[src/rtl/flow_pkg.sv]
package flow_pkg;
  // Comparison results handed from datapath to control each cycle
  typedef struct packed {
    logic atTrig;      // fill >= trigger level
    logic atUpper;     // fill >= upper level
    logic belowLower;  // fill < lower level
    logic ctsOff;      // synchronized clear-to-send is deasserted
  } flowFlags_t;
endpackage

[src/rtl/flow_datapath.sv]
module flow_datapath
  import flow_pkg::*;
#(
  parameter int FILL_W      = 7,
  parameter int SYNC_STAGES = 2
) (
  input  logic              clk,
  input  logic              rstN,
  input  logic [FILL_W-1:0] fillCount,
  input  logic [FILL_W-1:0] trigLevel,
  input  logic [FILL_W-1:0] upperLevel,
  input  logic [FILL_W-1:0] lowerLevel,
  input  logic              ctsN,
  output flowFlags_t        flags
);
  localparam int LAST = SYNC_STAGES - 1;

  logic [SYNC_STAGES-1:0] ctsPipe;

  // Synchronizer chain, reset to the deasserted level
  always_ff @(posedge clk) begin
    if (!rstN) ctsPipe[0] <= 1'b1;
    else       ctsPipe[0] <= ctsN;
  end

  for (genvar s = 1; s < SYNC_STAGES; s++) begin : gSync
    always_ff @(posedge clk) begin
      if (!rstN) ctsPipe[s] <= 1'b1;
      else       ctsPipe[s] <= ctsPipe[s-1];
    end
  end

  always_comb begin
    flags.atTrig     = (fillCount >= trigLevel);
    flags.atUpper    = (fillCount >= upperLevel);
    flags.belowLower = (fillCount < lowerLevel);
    flags.ctsOff     = ctsPipe[LAST];
  end
endmodule

[src/rtl/flow_control.sv]
module flow_control
  import flow_pkg::*;
(
  input  logic       clk,
  input  logic       rstN,
  input  logic       autoRtsEn,
  input  logic       autoCtsEn,
  input  logic       swRtsAssert,
  input  logic       txCharActive,
  input  flowFlags_t flags,
  output logic       rtsN,
  output logic       rxTrigIrq,
  output logic       txAllow
);
  logic flowOff;
  logic flowOffNext;

  // Hysteresis: upper level wins over lower, so an inverted band cannot oscillate
  always_comb begin
    flowOffNext = flowOff;
    if (!autoRtsEn || !swRtsAssert) flowOffNext = 1'b0;
    else if (flags.atUpper)         flowOffNext = 1'b1;
    else if (flags.belowLower)      flowOffNext = 1'b0;
  end

  always_ff @(posedge clk) begin
    if (!rstN) begin
      flowOff   <= 1'b0;
      rxTrigIrq <= 1'b0;
    end else begin
      flowOff   <= flowOffNext;
      rxTrigIrq <= autoRtsEn & flags.atTrig;
    end
  end

  assign rtsN    = ~(swRtsAssert & ~(autoRtsEn & flowOff));
  assign txAllow = ~autoCtsEn | ~flags.ctsOff | txCharActive;

  // interrupt is never raised after a cycle with automatic control off
  assert_irq_needs_enable_R2: assert property (@(posedge clk) disable iff (!rstN)
    !autoRtsEn |=> !rxTrigIrq);

  // reaching the upper level drops the request on the next cycle
  assert_rts_drops_at_upper_R3: assert property (@(posedge clk) disable iff (!rstN)
    (autoRtsEn && swRtsAssert && flags.atUpper) |=> (rtsN || !autoRtsEn || !swRtsAssert));

  // no release while still at or above the lower level
  assert_no_early_release_R4: assert property (@(posedge clk) disable iff (!rstN)
    (flowOff && !flags.belowLower && autoRtsEn && swRtsAssert) |=> (flowOff || !autoRtsEn || !swRtsAssert));

  // software deassert clears the flow-off state
  assert_sw_clears_state_R7: assert property (@(posedge clk) disable iff (!rstN)
    !swRtsAssert |=> !flowOff);
endmodule

[src/rtl/rts_cts_flow_ctrl.sv]
module rts_cts_flow_ctrl
  import flow_pkg::*;
#(
  parameter int FILL_W      = 7,
  parameter int SYNC_STAGES = 2
) (
  input  logic              clk,
  input  logic              rstN,
  input  logic              autoRtsEn,
  input  logic              autoCtsEn,
  input  logic              swRtsAssert,
  input  logic [FILL_W-1:0] fillCount,
  input  logic [FILL_W-1:0] trigLevel,
  input  logic [FILL_W-1:0] upperLevel,
  input  logic [FILL_W-1:0] lowerLevel,
  input  logic              ctsN,
  input  logic              txCharActive,
  output logic              rtsN,
  output logic              rxTrigIrq,
  output logic              txAllow
);
  flowFlags_t flags;

  flow_datapath #(.FILL_W(FILL_W), .SYNC_STAGES(SYNC_STAGES)) u_datapath (
    .clk        (clk),
    .rstN       (rstN),
    .fillCount  (fillCount),
    .trigLevel  (trigLevel),
    .upperLevel (upperLevel),
    .lowerLevel (lowerLevel),
    .ctsN       (ctsN),
    .flags      (flags)
  );

  flow_control u_control (
    .clk          (clk),
    .rstN         (rstN),
    .autoRtsEn    (autoRtsEn),
    .autoCtsEn    (autoCtsEn),
    .swRtsAssert  (swRtsAssert),
    .txCharActive (txCharActive),
    .flags        (flags),
    .rtsN         (rtsN),
    .rxTrigIrq    (rxTrigIrq),
    .txAllow      (txAllow)
  );

  // a character in flight is never cut off
  assert_char_finishes_R9: assert property (@(posedge clk) disable iff (!rstN)
    txCharActive |-> txAllow);

  // gating disabled means free transmission
  assert_free_when_disabled_R10: assert property (@(posedge clk) disable iff (!rstN)
    !autoCtsEn |-> txAllow);

  // manual mode follows the software bit
  assert_manual_rts_R6: assert property (@(posedge clk) disable iff (!rstN)
    !autoRtsEn |-> (rtsN == !swRtsAssert));
endmodule

[config.mk]
export PLATFORM = sky130hd
export DESIGN_NAME = rts_cts_flow_ctrl
export DESIGN_NICKNAME = d
export VERILOG_FILES = /design/src/rtl/flow_pkg.sv /design/src/rtl/flow_datapath.sv /design/src/rtl/flow_control.sv /design/src/rtl/rts_cts_flow_ctrl.sv
export SDC_FILE = /design/constraint.sdc
export NUM_CORES = 1
export LEC_CHECK = 0
export BUFFER_PORTS_ARGS = -buffer_cell sky130_fd_sc_hd__buf_2
export CORE_MARGIN = 10
export CORE_UTILIZATION = 35
export DETAILED_ROUTE_END_ITERATION = 8
export PLACE_DENSITY = 0.67
export SLEW_MARGIN = 30
export SYNTH_ARGS = -nofsm -noshare
export SYNTH_HDL_FRONTEND = slang
export SYNTH_SLANG_ARGS = --single-unit
[constraint.sdc]
create_clock -name clk -period 2.2 [get_ports clk]
set_input_delay 0.66 -clock clk [delete_from_list [all_inputs] [get_ports clk]]
set_output_delay 0.66 -clock clk [all_outputs]
set_load 0.005 [all_outputs]
Word-level counts from Yosys, hierarchy flattened
Cells that the tools add are included.
{ "classes": {"mux": 2, "n_reduce_logical": 5, "n_bitwise": 10, "n_lt_le_gt_ge": 3} }
{ "ops": {"columns": ["cell", "count"], "rows": [
  [">= comparator 7 bit", 2],
  ["less-than comparator 7 bit", 1],
  ["NOT 1 bit", 5],
  ["AND 1 bit", 3],
  ["zero test 1 bit", 2],
  ["two-way mux 1 bit", 2],
  ["OR 1 bit", 2],
  ["nonzero test 2 bit", 1],
  ["OR reduction 2 bit", 1],
  ["logical OR 1 bit", 1]
]} }
{ "totals": {"wordCells": 24, "out_inout_bits": 3, "in_bits": 35, "regBits": 4} }

Depth between registers and ports, before layout
{ "depth": {"depth_word": 4, "depth_mapped": 6, "ltp_nobuf": 6} }

Cells and area by module
Synthesis repeated with hierarchy kept, for this count alone.
{ "hier_totals": {"cells_unflattened": 78, "area_unflattened_um2": 615.6} }
{ "modules_own_cells": {"columns": ["module", "seq_area_each_um2", "area_each_um2", "instances", "cells_each"], "rows": [
  ["flow_datapath", 40.0, 536.8, 1, 70],
  ["flow_control", 40.0, 78.8, 1, 8]
]} }

Worst setup path before layout
No wires, ideal clock.
{ "synth_timing": {"path_type": "input to register", "startpoint": "in fillCount[0]", "endpoint": "reg u_control.flowOff", "path_buffers": 0, "stages": 6, "setup_slack_ns": 0.381, "arrival_time_ns": 1.702, "setup_time_ns": 0.117, "t_required_ns": 2.083, "cell_sequence": "inv_1 > ha_1 > nand2b_1 > a2111oi_0 > o22a_1 > o21ai_2"} }
{ "synth_via": {"elab_chain_len": 2, "elab_cells_between_ends": 4} }
{ "synth_rtl": {"columns": ["element", "line", "text"], "rows": [
  ["start: declaration", "rts_cts_flow_ctrl.sv:12", "input logic [FILL_W-1:0] fillCount,"],
  [">= comparator 7 bit / less-than comparator 7 bit (equally long branches)", "flow_datapath.sv:35, flow_datapath.sv:36", null],
  ["two-way mux 1 bit / nonzero test 2 bit (equally long branches)", null, null],
  ["end signal: assignment", "flow_control.sv:31", "flowOff <= flowOffNext;"],
  ["end: declaration", "flow_control.sv:15", "logic flowOff;"]
]} }
Several ways; a longest one is shown, not always the timed one.
A chain may end at the register's enable or synchronous reset.

Worst setup path after layout
Same ends and word-level chain as after synthesis.

==> summary.md <==
| Metric | Value |
|---|---|
| Worst Clk Skew | 0.00273 ns |
| Initial core utilization | 36.2% |
| Ratio of cells with drive above 1 in the final layout | 34.2% |
| Post-Syn Nets | 135 |
| Synth area leaders | ha_1 40%, dfxtp_1 13%, inv_1 12% |
| Max Clk Rate | approximately 0.58 GHz |
| VDD IR-drop max | 117 µV |
| Critical path class | input pin to register |
| Die area | 0.00385 mm² |
| CTS Root Cell | clkbuf_4 |
| Final wirelength | 1.66 mm |
| Post-detail-place hpwl | 1.58 mm |
| CTS buffer count | 3 |
| Number of global-route vias before repair | 720 |
| Global-route wire length before repair | between 2 and 3 mm |
| Final period util | 78.8% |
| Htree depth | 1 |
| Die X | 62.0 µm |
| Arr. time, crit path | 1.86 ns |
| Fin Setup TNS | 0 ns |
| CP startpoint | fillCount[0] |
| CTS Hold Bufs | 0 |
| Power density cells | 332 mW/mm² |
| Top-area cell type share of the netlist area | between 40 and 50% |
| Via Count | 655 |
| Remaining antenna violation count | 0 |
| Nets | 177 |
| Max FO, Critical Path | 2 |
| Post-Syn Area | 618 µm² |
| Critical R2R Launch | u_datapath.ctsPipe[0] |
| Clk_lat worst skew | 0.24 ns |
| End of the critical path | u_control.flowOff |
| DR WL met3 | 191 µm |
| Startpoint types | input pin |
| Hold_ws | roughly 0.4 ns |
| RSZ-0062 raised after global routing | false |
| Final worst path period need | 1.73 ns |
| Core area | 0.00171 mm² |
| Initial antenna violation count | 0 |
| CTS Buffer Depth | 2 |
| Grt total ovfl | 0 |
| Reg2reg path depth | 1 |
| Pleak | 0.521 nW |
| Max-slew violations | 0 |
| Sink count of the clock tree | 4 |
| Die H | 62.0 µm |
| Clock transition at path regs | approximately 0.040 ns |
| Reg2Reg Setup Slack | 1.60 ns |
| Post_cts resized | 0 |
| Mean post-synth cell area | about 7.7 µm² |
| CP endpoint kind | register |
| GPL Wtd Cong | 0.723 |
| First-pass DRT Iterations | 4 |
| Setup Viol. Count Final | 0 |
| Sequential share of the synthesized area | 13.0% |
| WP data required | 2.33 ns |
| Number of flops mapped to enable cells by yosys | 0 |
| Max layer used | met3 |
| Final number of hold-violating endpoints | 0 |
| Drt wl/cell | 11.4 µm |
| Slew margin rel. | 75.4% |
| Synth cell types | 21 |
| Metal2 WL | 761 µm |
| Synthesis Warnings | 0 |
| Initial detailed-routing violation count | 10 |
| # Post-CTS Setup Buffers | 0 |
| Synth Flop Type | dfxtp_1 |
| Drt drc | 0 |
| Vias per std cell | about 4.5 |
| Max Cap Viol | 0 |
| Min-delay src | u_datapath.ctsPipe[0] |
| R2R Path End | u_datapath.flags[0] |
| Total GRT Usage | a little under a tenth |
| Status | finished clean |
| Synth area leader | ha_1 |
| Worst hold path class | register to register |
| Antenna Diode Count | 0 |
| Largest net degree at the start of global routing | 6 |
| Area grow syn2layout | 38.7% |
| Ys async rst share | 0% |
| PortBufs | 37 |
| Met1 WL | 703 µm |
| # IOs | 38 |
| Synth Register Bits | 4 |
| Mapped Cells | 80 |
| CTS tree | yes |
| Synth top cells by count | 20 x ha_1, 19 x inv_1, 7 x a21oi_1, 6 x nand2_1, 4 x dfxtp_1 |
| Worst Tran Pin Value | 0.360 ns |
| Cell row count | 15 |
| Most frequent cell after synthesis | ha_1 |
## logic make-up (layout without fill, tap and decap cells)
group | count (synthesis) | after routing | share of synthesized area [%]
DFF | 4 | 4 | 13.0
buffers and inverters | 19 | 59 | 11.5
adders and majority gates | 20 | 20 | 40.5
and+or+nand+nor | 20 | 20 | 17.4
AOI/OAI and AO/OA | 17 | 17 | 17.6
## metal layers
metal / track usage, % / up-vias
met4: 3.82 / 0
met1: 9.40 / 271
met3: 3.66 / 0
met2: 16.2 / 27
li1: - / 357
met5: 0 / -
## state kept, by name, indices dropped and copies added, names as in the netlist
| name | count |
|---|---|
| u_control.rxTrigIrq | 1 |
| u_datapath.flags | 1 |
| u_control.flowOff | 1 |
| u_datapath.ctsPipe | 1 |
## worst max-delay path: stages
cell       delay [ns]
buf_2            0.09
inv_1            0.05
ha_1             0.27
nand2b_1         0.13
a2111oi_0        0.39
o22a_1           0.22
o21ai_2          0.05
## cell type report
| type | instances | area, µm² |
|---|---|---|
| inverter | 19 | 71.3 |
| multi-input combinational | 57 | 467 |
| clock buffer | 3 | 22.5 |
| fill | 187 | 851 |
| timing repair buffer | 37 | 185 |
| sequential | 4 | 80.1 |
| tap | 25 | 31.3 |
## how the worst min path moves through the flow
| stage | end | slack (ns) | cells after the start |
|---|---|---|---|
| 2_1_floorplan | u_datapath.flags[0] | 0.38 | 1 |
| 6_report | u_datapath.flags[0] | 0.40 | 1 |
| 3_5_place_dp | u_datapath.flags[0] | 0.40 | 1 |
| 5_1_grt | u_datapath.flags[0] | 0.42 | 1 |
| 4_1_cts | u_datapath.flags[0] | 0.41 | 1 |
| 3_3_place_gp | u_datapath.flags[0] | 0.39 | 1 |
## metrics by stage
| step | cells | instance area, µm² | setup slack (ns) | util, % | total power [mW] |
|---|---|---|---|---|---|
| floorplan | 80 | 618 | 0.381 | - | 0.141 |
| global placement | 142 | 835 | 0.234 | 48.9 | 0.189 |
| detailed placement | 142 | 835 | 0.206 | 48.9 | 0.195 |
| CTS | 145 | 857 | 0.463 | 50.2 | 0.290 |
| global route | 145 | 857 | 0.385 | 50.2 | 0.312 |
| finish | 145 | 857 | 0.466 | 50.2 | 0.285 |
## power breakdown
group	internal, mW	switching (mW)	leakage, nW
Combinational	0.0598	0.0548	0.475
Clock	0.0612	0.0318	0.0138
Sequential	0.0763	0.000819	0.0329
Total	0.197	0.0873	0.521
## cells in the final DEF (no fill, tap or decap), drive strengths merged
master / n
buf: 37
ha: 20
inv: 19
a21oi: 7
nand2: 6
dfxtp: 4
nand4: 3
a21o: 3
clkbuf: 3
o21ai: 3
or2b: 2
nand3: 2
nand2b: 2
nand3b: 1
nor2b: 1
nor2: 1
a2111oi: 1
nor3: 1
o2111ai: 1
or3: 1
o22a: 1
a31oi: 1
(Power assumes the default switching activity.)
